==> src/rtl/ea_gen_pkg.sv <==
package ea_gen_pkg;

    typedef enum logic [2:0] {
        FORM_DIRECT      = 3'd0,
        FORM_ONE_REG     = 3'd1,
        FORM_PAIR        = 3'd2,
        FORM_ONE_REG_DSP = 3'd3,
        FORM_PAIR_DSP    = 3'd4
    } ea_form_e;

    typedef enum logic [1:0] {
        ST_IDLE  = 2'd0,
        ST_DONE  = 2'd1,
        ST_FAULT = 2'd2
    } ea_state_e;

    localparam logic [1:0] SEL_BX = 2'd0;
    localparam logic [1:0] SEL_BP = 2'd1;
    localparam logic [1:0] SEL_SI = 2'd2;
    localparam logic [1:0] SEL_DI = 2'd3;

endpackage

==> src/rtl/ea_operand_sel.sv <==
module ea_operand_sel
    import ea_gen_pkg::*;
#(
    parameter int OFS_W   = 16,
    parameter int SHORT_W = 8
) (
    input  logic [2:0]       form_i,
    input  logic [1:0]       sel_i,
    input  logic [OFS_W-1:0] bx_i,
    input  logic [OFS_W-1:0] bp_i,
    input  logic [OFS_W-1:0] si_i,
    input  logic [OFS_W-1:0] di_i,
    input  logic [OFS_W-1:0] disp_i,
    input  logic             disp_wide_i,
    output logic [OFS_W-1:0] term_a_o,
    output logic [OFS_W-1:0] term_b_o,
    output logic [OFS_W-1:0] term_c_o,
    output logic             use_stack_o,
    output logic             legal_o
);

    localparam int EXT_W = OFS_W - SHORT_W;

    logic [OFS_W-1:0] disp_norm;
    logic [OFS_W-1:0] single_reg;
    logic [OFS_W-1:0] base_reg;
    logic [OFS_W-1:0] index_reg;

    // Short displacements are sign-extended; wide ones pass through
    generate
        if (EXT_W > 0) begin : g_ext
            assign disp_norm = disp_wide_i ? disp_i
                             : {{EXT_W{disp_i[SHORT_W-1]}}, disp_i[SHORT_W-1:0]};
        end else begin : g_noext
            assign disp_norm = disp_i;
        end
    endgenerate

    always_comb begin
        unique case (sel_i)
            SEL_BX:  single_reg = bx_i;
            SEL_BP:  single_reg = bp_i;
            SEL_SI:  single_reg = si_i;
            default: single_reg = di_i;
        endcase
    end

    assign base_reg  = sel_i[1] ? bp_i : bx_i;
    assign index_reg = sel_i[0] ? di_i : si_i;

    always_comb begin
        term_a_o    = '0;
        term_b_o    = '0;
        term_c_o    = '0;
        use_stack_o = 1'b0;
        legal_o     = 1'b1;
        case (form_i)
            FORM_DIRECT: begin
                term_c_o = disp_norm;
            end
            FORM_ONE_REG: begin
                term_a_o    = single_reg;
                use_stack_o = (sel_i == SEL_BP);
            end
            FORM_PAIR: begin
                term_a_o    = base_reg;
                term_b_o    = index_reg;
                use_stack_o = sel_i[1];
            end
            FORM_ONE_REG_DSP: begin
                term_a_o    = single_reg;
                term_c_o    = disp_norm;
                use_stack_o = (sel_i == SEL_BP);
            end
            FORM_PAIR_DSP: begin
                term_a_o    = base_reg;
                term_b_o    = index_reg;
                term_c_o    = disp_norm;
                use_stack_o = sel_i[1];
            end
            default: begin
                legal_o = 1'b0;
            end
        endcase
    end

endmodule

==> src/rtl/ea_adder.sv <==
module ea_adder #(
    parameter int OFS_W     = 16,
    parameter int SEG_SHIFT = 4
) (
    input  logic [OFS_W-1:0]           term_a_i,
    input  logic [OFS_W-1:0]           term_b_i,
    input  logic [OFS_W-1:0]           term_c_i,
    input  logic [OFS_W-1:0]           seg_i,
    output logic [OFS_W-1:0]           offset_o,
    output logic [OFS_W+SEG_SHIFT-1:0] phys_o
);

    localparam int PHYS_W = OFS_W + SEG_SHIFT;

    logic [PHYS_W-1:0] seg_scaled;
    logic [PHYS_W-1:0] ofs_wide;

    // Both sums drop their carry: 16-bit wrap for the offset, 20-bit for the address
    assign offset_o   = term_a_i + term_b_i + term_c_i;
    assign seg_scaled = {seg_i, {SEG_SHIFT{1'b0}}};
    assign ofs_wide   = {{SEG_SHIFT{1'b0}}, offset_o};
    assign phys_o     = seg_scaled + ofs_wide;

endmodule

==> src/rtl/ea_gen_top.sv <==
module ea_gen_top
    import ea_gen_pkg::*;
#(
    parameter int OFS_W     = 16,
    parameter int SEG_SHIFT = 4,
    parameter int SHORT_W   = 8,
    localparam int PHYS_W   = OFS_W + SEG_SHIFT
) (
    input  logic              clk,
    input  logic              rst_n,
    input  logic              start_i,
    input  logic [2:0]        form_i,
    input  logic [1:0]        reg_sel_i,
    input  logic [OFS_W-1:0]  bx_i,
    input  logic [OFS_W-1:0]  bp_i,
    input  logic [OFS_W-1:0]  si_i,
    input  logic [OFS_W-1:0]  di_i,
    input  logic [OFS_W-1:0]  ds_i,
    input  logic [OFS_W-1:0]  ss_i,
    input  logic [OFS_W-1:0]  disp_i,
    input  logic              disp_wide_i,
    output logic [OFS_W-1:0]  offset_o,
    output logic [PHYS_W-1:0] phys_o,
    output logic              stack_seg_o,
    output logic              valid_o,
    output logic              err_o
);

    logic [OFS_W-1:0]  t_a, t_b, t_c;
    logic              use_stack, legal;
    logic [OFS_W-1:0]  seg_pick;
    logic [OFS_W-1:0]  ofs_next;
    logic [PHYS_W-1:0] phys_next;
    ea_state_e         state_q, state_d;

    ea_operand_sel #(.OFS_W(OFS_W), .SHORT_W(SHORT_W)) u_sel (
        .form_i      (form_i),
        .sel_i       (reg_sel_i),
        .bx_i        (bx_i),
        .bp_i        (bp_i),
        .si_i        (si_i),
        .di_i        (di_i),
        .disp_i      (disp_i),
        .disp_wide_i (disp_wide_i),
        .term_a_o    (t_a),
        .term_b_o    (t_b),
        .term_c_o    (t_c),
        .use_stack_o (use_stack),
        .legal_o     (legal)
    );

    assign seg_pick = use_stack ? ss_i : ds_i;

    ea_adder #(.OFS_W(OFS_W), .SEG_SHIFT(SEG_SHIFT)) u_add (
        .term_a_i (t_a),
        .term_b_i (t_b),
        .term_c_i (t_c),
        .seg_i    (seg_pick),
        .offset_o (ofs_next),
        .phys_o   (phys_next)
    );

    // Next-state logic
    always_comb begin
        state_d = ST_IDLE;
        unique case (state_q)
            ST_IDLE, ST_DONE, ST_FAULT: begin
                if (start_i) state_d = legal ? ST_DONE : ST_FAULT;
                else         state_d = ST_IDLE;
            end
            default: state_d = ST_IDLE;
        endcase
    end

    // State register
    always_ff @(posedge clk) begin
        if (!rst_n) state_q <= ST_IDLE;
        else        state_q <= state_d;
    end

    // Output registers: results load only on a legal start
    always_ff @(posedge clk) begin
        if (!rst_n) begin
            offset_o    <= '0;
            phys_o      <= '0;
            stack_seg_o <= 1'b0;
        end else if (start_i && legal) begin
            offset_o    <= ofs_next;
            phys_o      <= phys_next;
            stack_seg_o <= use_stack;
        end
    end

    assign valid_o = (state_q == ST_DONE);
    assign err_o   = (state_q == ST_FAULT);

    AST_START_ANSWERED: assert property (@(posedge clk) disable iff (!rst_n)
        start_i |=> (valid_o ^ err_o));
    AST_NO_UNSOLICITED: assert property (@(posedge clk) disable iff (!rst_n)
        (valid_o || err_o) |-> $past(start_i));
    AST_QUIET_HOLDS: assert property (@(posedge clk) disable iff (!rst_n)
        !start_i |=> ($stable(offset_o) && $stable(phys_o)));
    AST_STROBES_EXCL: assert property (@(posedge clk) disable iff (!rst_n)
        !(valid_o && err_o));
    AST_FAULT_KEEPS: assert property (@(posedge clk) disable iff (!rst_n)
        err_o |-> ($stable(offset_o) && $stable(phys_o)));
    AST_DIRECT_DATA_SEG: assert property (@(posedge clk) disable iff (!rst_n)
        (start_i && form_i == 3'd0) |=> !stack_seg_o);

endmodule

==> config.mk <==
export PLATFORM = sky130hd
export DESIGN_NAME = ea_gen_top
export DESIGN_NICKNAME = d
export VERILOG_FILES = /design/src/rtl/ea_gen_pkg.sv /design/src/rtl/ea_operand_sel.sv /design/src/rtl/ea_adder.sv /design/src/rtl/ea_gen_top.sv
export SDC_FILE = /design/constraint.sdc
export NUM_CORES = 1
export LEC_CHECK = 0
export ABC_CLOCK_PERIOD_IN_PS = 16980
export BUFFER_PORTS_ARGS = -buffer_cell sky130_fd_sc_hd__buf_2
export CORE_MARGIN = 4
export CORE_UTILIZATION = 50
export CTS_BUF_LIST = sky130_fd_sc_hd__clkbuf_2
export CTS_CLUSTER_DIAMETER = 50
export DETAILED_ROUTE_END_ITERATION = 7
export PLACE_DENSITY = 0.91
export SYNTH_ARGS = -nofsm -noshare
export SYNTH_HDL_FRONTEND = slang
export SYNTH_HIERARCHICAL = 1
export SYNTH_SLANG_ARGS = --single-unit
==> constraint.sdc <==
create_clock -name clk -period 16.98 [get_ports clk]
set_input_delay 2.547 -clock clk [delete_from_list [all_inputs] [get_ports clk]]
set_output_delay 2.547 -clock clk [all_outputs]
set_load 0.01 [all_outputs]
==> run summary <==
The run finished with clean final reports. The initialized floorplan defines 35 standard-cell rows. At the end of the flow, the number of nets in the layout was 846. In this run the cell area of the synthesized design comes to 0.00471 mm².

The count of TritonRoute iterations in the first routing pass is 5, and the number of remaining DRC errors is 0. In this run the vertical extent of the chip is 105 µm. The ratio of final minimum period to clock period was 0.466; the final cell area excluding filler cells was 0.00544 mm². The post-layout total power came out at 0.000428 W. For the number of hold violations in the final report, the log shows 0.

In this run, post-CTS hold repair placed 0 buffers. The tools report the critical path data required time as 17.28 ns. For the worst-case clock buffer depth, the log shows 2. The area after detailed placement is 0.00537 mm², and the core box area is 0.00920 mm². Summed over all instances, the cell type with the most area after synthesis is dfxtp_1. Main flop type after synthesis: dfxtp_1. The final layout contains routed wiring with a total length of 13300 µm. In this run the count of I/O pins placed on the die edge is 160. After legalization and detailed placement, the total HPWL measured 10600 µm. Post-route setup TNS: 0 ns.

After detailed placement, the design holds a cell count of 785. The run gives 4629 as the via count of the first global-routing pass. Measured in cells, the most critical reg-to-reg path has a length of 2. The share of cells above drive strength 1 works out to 0.333. Once the clock tree was built, the resizer swapped 0 gates to a different size.

For this design, the sink count on the clock tree is 39. Worst hold path class: flop to flop. Wire length per cell: 16.8 µm.

The post-synthesis sequential element count was 39; the number of buffers inserted by port buffering was 159. The number of DRC markers in iteration 0 is 265, and the fraction of power spent switching nets is 0.435. Using the TritonRoute via totals, the vias-per-cell ratio works out to 5.85.

The insertion delay of the later-clocked pin in the worst-skew pair was 0.39 ns; the internal power summed over all cells was 0.000241 W. The number of enable flip-flop cells after synthesis was 0. The first global-routing pass estimated 21600 µm of wire. Setup repair after global routing left no endpoint under its margin. The routed layout has 4642 vias.

Between clock sinks in the finished design, the worst skew comes to 0.000111 ns. For the leakage power total, the log shows 2.59 nW. The cell sitting at the root of the clock tree is a clkbuf_2.

Relative slew slack: 0.171. The total overflow left after global routing is 0. For the remaining antenna violation count, the log shows 0.

The initial standard-cell utilization of the core was 0.512. The worst min-delay path startpoint is phys_o[3]$_SDFFE_PN0P_. At the pin with the least slew margin, the transition time is 1.24 ns. Clock-pin slew was measured on the worst setup and hold paths at 0.20 ns.

For flop-to-flop paths, the worst setup slack is 16.23 ns. TritonCTS built the clock tree. The worst setup path is of the input pin to flop kind. The startpoint identified for the worst register-to-register timing path is state_q[1]$_SDFF_PN0_.

The analysis attributes to net switching a power of 0.000186 W. The non-filler instance count after layout was 793. The worst setup path is launched from an input pin. The number of cells on the worst hold path was 2; the layout overhead on the synthesized area was 15.4%. Sorting the synthesized cells by area gives the leading types as dfxtp_1 (17%), mux2i_1 (7.6%), fa_1 (7.2%). The worst-path maximum fanout is 20, and the post-layout minimum cycle time is 7.91 ns. The final weighted congestion in routability-driven placement was 0.919.

The run gives 0 as the number of antenna violations at the first check in global routing. The highest attainable clock frequency was 126 MHz; the horizontal die dimension was 105 µm. In this run the power density over the cells is 78.7 mW/mm². The proportion of netlist area held by the largest area contributor was 0.166. The run gives 0.261 as the sequential cell fraction of total power. The number of buffers inserted by post-CTS setup repair was 0.

The netlist uses 59 different library cells. Data on the critical path arrives at its endpoint at 8.21 ns. The proportion of synthesized chip area in sequential cells is 0.166, and the count of mapped cells out of synthesis is 556. The tools report the clock share of power as 0.129. The worst-case IR drop observed on VDD is 31.1 µV. The critical path capture point type was a flop.

Share of synthesized registers carrying an async set or reset: 0. The TritonCTS buffer count was 5; the count of synthesis-stage warnings from yosys was 6. The total track usage is 0.234.

For the combinational fraction of design power, the log shows 0.610. The max-slew violation count is 0, and the maximum level of the CTS H-tree is 2. The reg-to-reg endpoint is state_q[1]$_SDFF_PN0_. The post-synthesis net count was 721; the die area was 0.0110 mm². Setup violations remaining at the end of the flow were counted as 0. Across the run, the number of max-cap violations was 0. 0 antenna diodes ended up in the layout. The run gives 77 as the largest net degree at the start of global routing. For hold timing, the worst endpoint is phys_o[3]$_SDFFE_PN0P_. The run gives 0.591 as the fraction of the core area covered by cells at the end of the flow. After synthesis, the mean cell area works out to 8.47 µm².
## sequential cells by signal (all words and copies together), names as in the netlist
name	count
phys_o	20
offset_o	16
state_q	2
stack_seg_o	1
## worst max-delay path, cell delays in order
cell	delay, ns
buf_2	0.45
or3b_1	0.75
o22ai_1	0.12
o21bai_1	0.22
fa_1	0.50
ha_1	0.26
fa_1	0.44
a211oi_1	0.34
o21ai_0	0.19
and3_1	0.25
o41ai_1	0.33
xnor2_1	0.21
ha_1	0.34
and3_2	0.27
a31o_1	0.26
o2111a_1	0.25
a311o_1	0.31
nand4_1	0.08
o21ai_2	0.07
## cell type report
cell class | instances | area (µm²)
timing repair buffer | 161 | 811
fill | 826 | 3760
clock inverter | 3 | 38.8
sequential | 39 | 781
clock buffer | 5 | 25.0
inverter | 12 | 45.0
multi-input combinational | 462 | 3600
tap | 111 | 139
## worst max path at each step
stage | start | end | slack [ns] | cells after the start
detailed placement | reg_sel_i[1] | phys_o[17]$_SDFFE_PN0P_ | 8.72 | 19
floorplan | reg_sel_i[0] | phys_o[17]$_SDFFE_PN0P_ | 9.82 | 20
CTS | reg_sel_i[1] | phys_o[17]$_SDFFE_PN0P_ | 9.18 | 19
global placement | reg_sel_i[1] | phys_o[17]$_SDFFE_PN0P_ | 8.94 | 19
finish | reg_sel_i[1] | phys_o[17]$_SDFFE_PN0P_ | 9.07 | 19
global route | reg_sel_i[1] | phys_o[18]$_SDFFE_PN0P_ | 8.73 | 20
## cells in the final DEF (no fill, tap or decap), drive strengths merged, types with 2 or more instances in the layout
master	instances
and2	2
a31o	2
buf	161
mux2i	36
inv	12
o21bai	5
o21a	2
a21o	7
nand4	38
a21oi	29
nand3	4
clkinv	2
mux2	29
xor2	7
a31oi	2
o221ai	13
xnor2	19
and3	8
nand2b	4
a311o	2
nand2	69
clkbuf	5
ha	27
fa	17
o22ai	6
nor3	7
nor2b	26
a221oi	2
a211oi	6
o21ai	54
dfxtp	39
nor2	23
## through the flow
stage | hold slack (ns) | worst slack (ns)
after floorplan | 0.473 | 9.82
after global placement | 0.434 | 8.94
after detailed placement | 0.440 | 8.72
after CTS | 0.464 | 9.18
after global routing | 0.486 | 8.73
final | 0.461 | 9.07
## cell usage after synthesis, drive strengths merged, types with 19 or more instances
| cell type | number |
|---|---|
| xnor2 | 19 |
| nor2b | 26 |
| dfxtp | 39 |
| o21ai | 54 |
| ha | 27 |
| mux2 | 29 |
| a21oi | 29 |
| nand2 | 69 |
| nand4 | 38 |
| buf | 36 |
| mux2i | 36 |
| nor2 | 23 |
## kinds of logic (layout without fill, tap and decap cells)
family,count (synthesis),in the layout,share of synthesized area
AOI/OAI and AO/OA,138,138,0.212
xor gates and xnor gates,26,26,0.0483
adders and majority gates,44,44,0.144
buffers and inverters,55,181,0.0730
DFF,39,39,0.166
muxes,65,65,0.153
and+or+nand+nor,189,189,0.204
## per-layer routing
| metal | share of wire | global-route usage | vias to the layer above |
|---|---|---|---|
| li1 | - | - | 2288 |
| met1 | 0.43 | 0.294 | 2150 |
| met2 | 0.49 | 0.418 | 176 |
| met3 | 0.052 | 0.0284 | 28 |
| met4 | 0.026 | 0.0665 | 0 |
| met5 | 0 | 0 | - |
## power groups by stage
stage / registers [W] / clock network (W) / logic, W
floorplan: 0.000120 / 0 / 0.000187
global placement: 0.000113 / 0 / 0.000255
detailed placement: 0.000114 / 0 / 0.000257
CTS: 0.000112 / 0.0000563 / 0.000259
global route: 0.000114 / 0.0000611 / 0.000288
finish: 0.000112 / 0.0000551 / 0.000261
(Power assumes the default switching activity.)
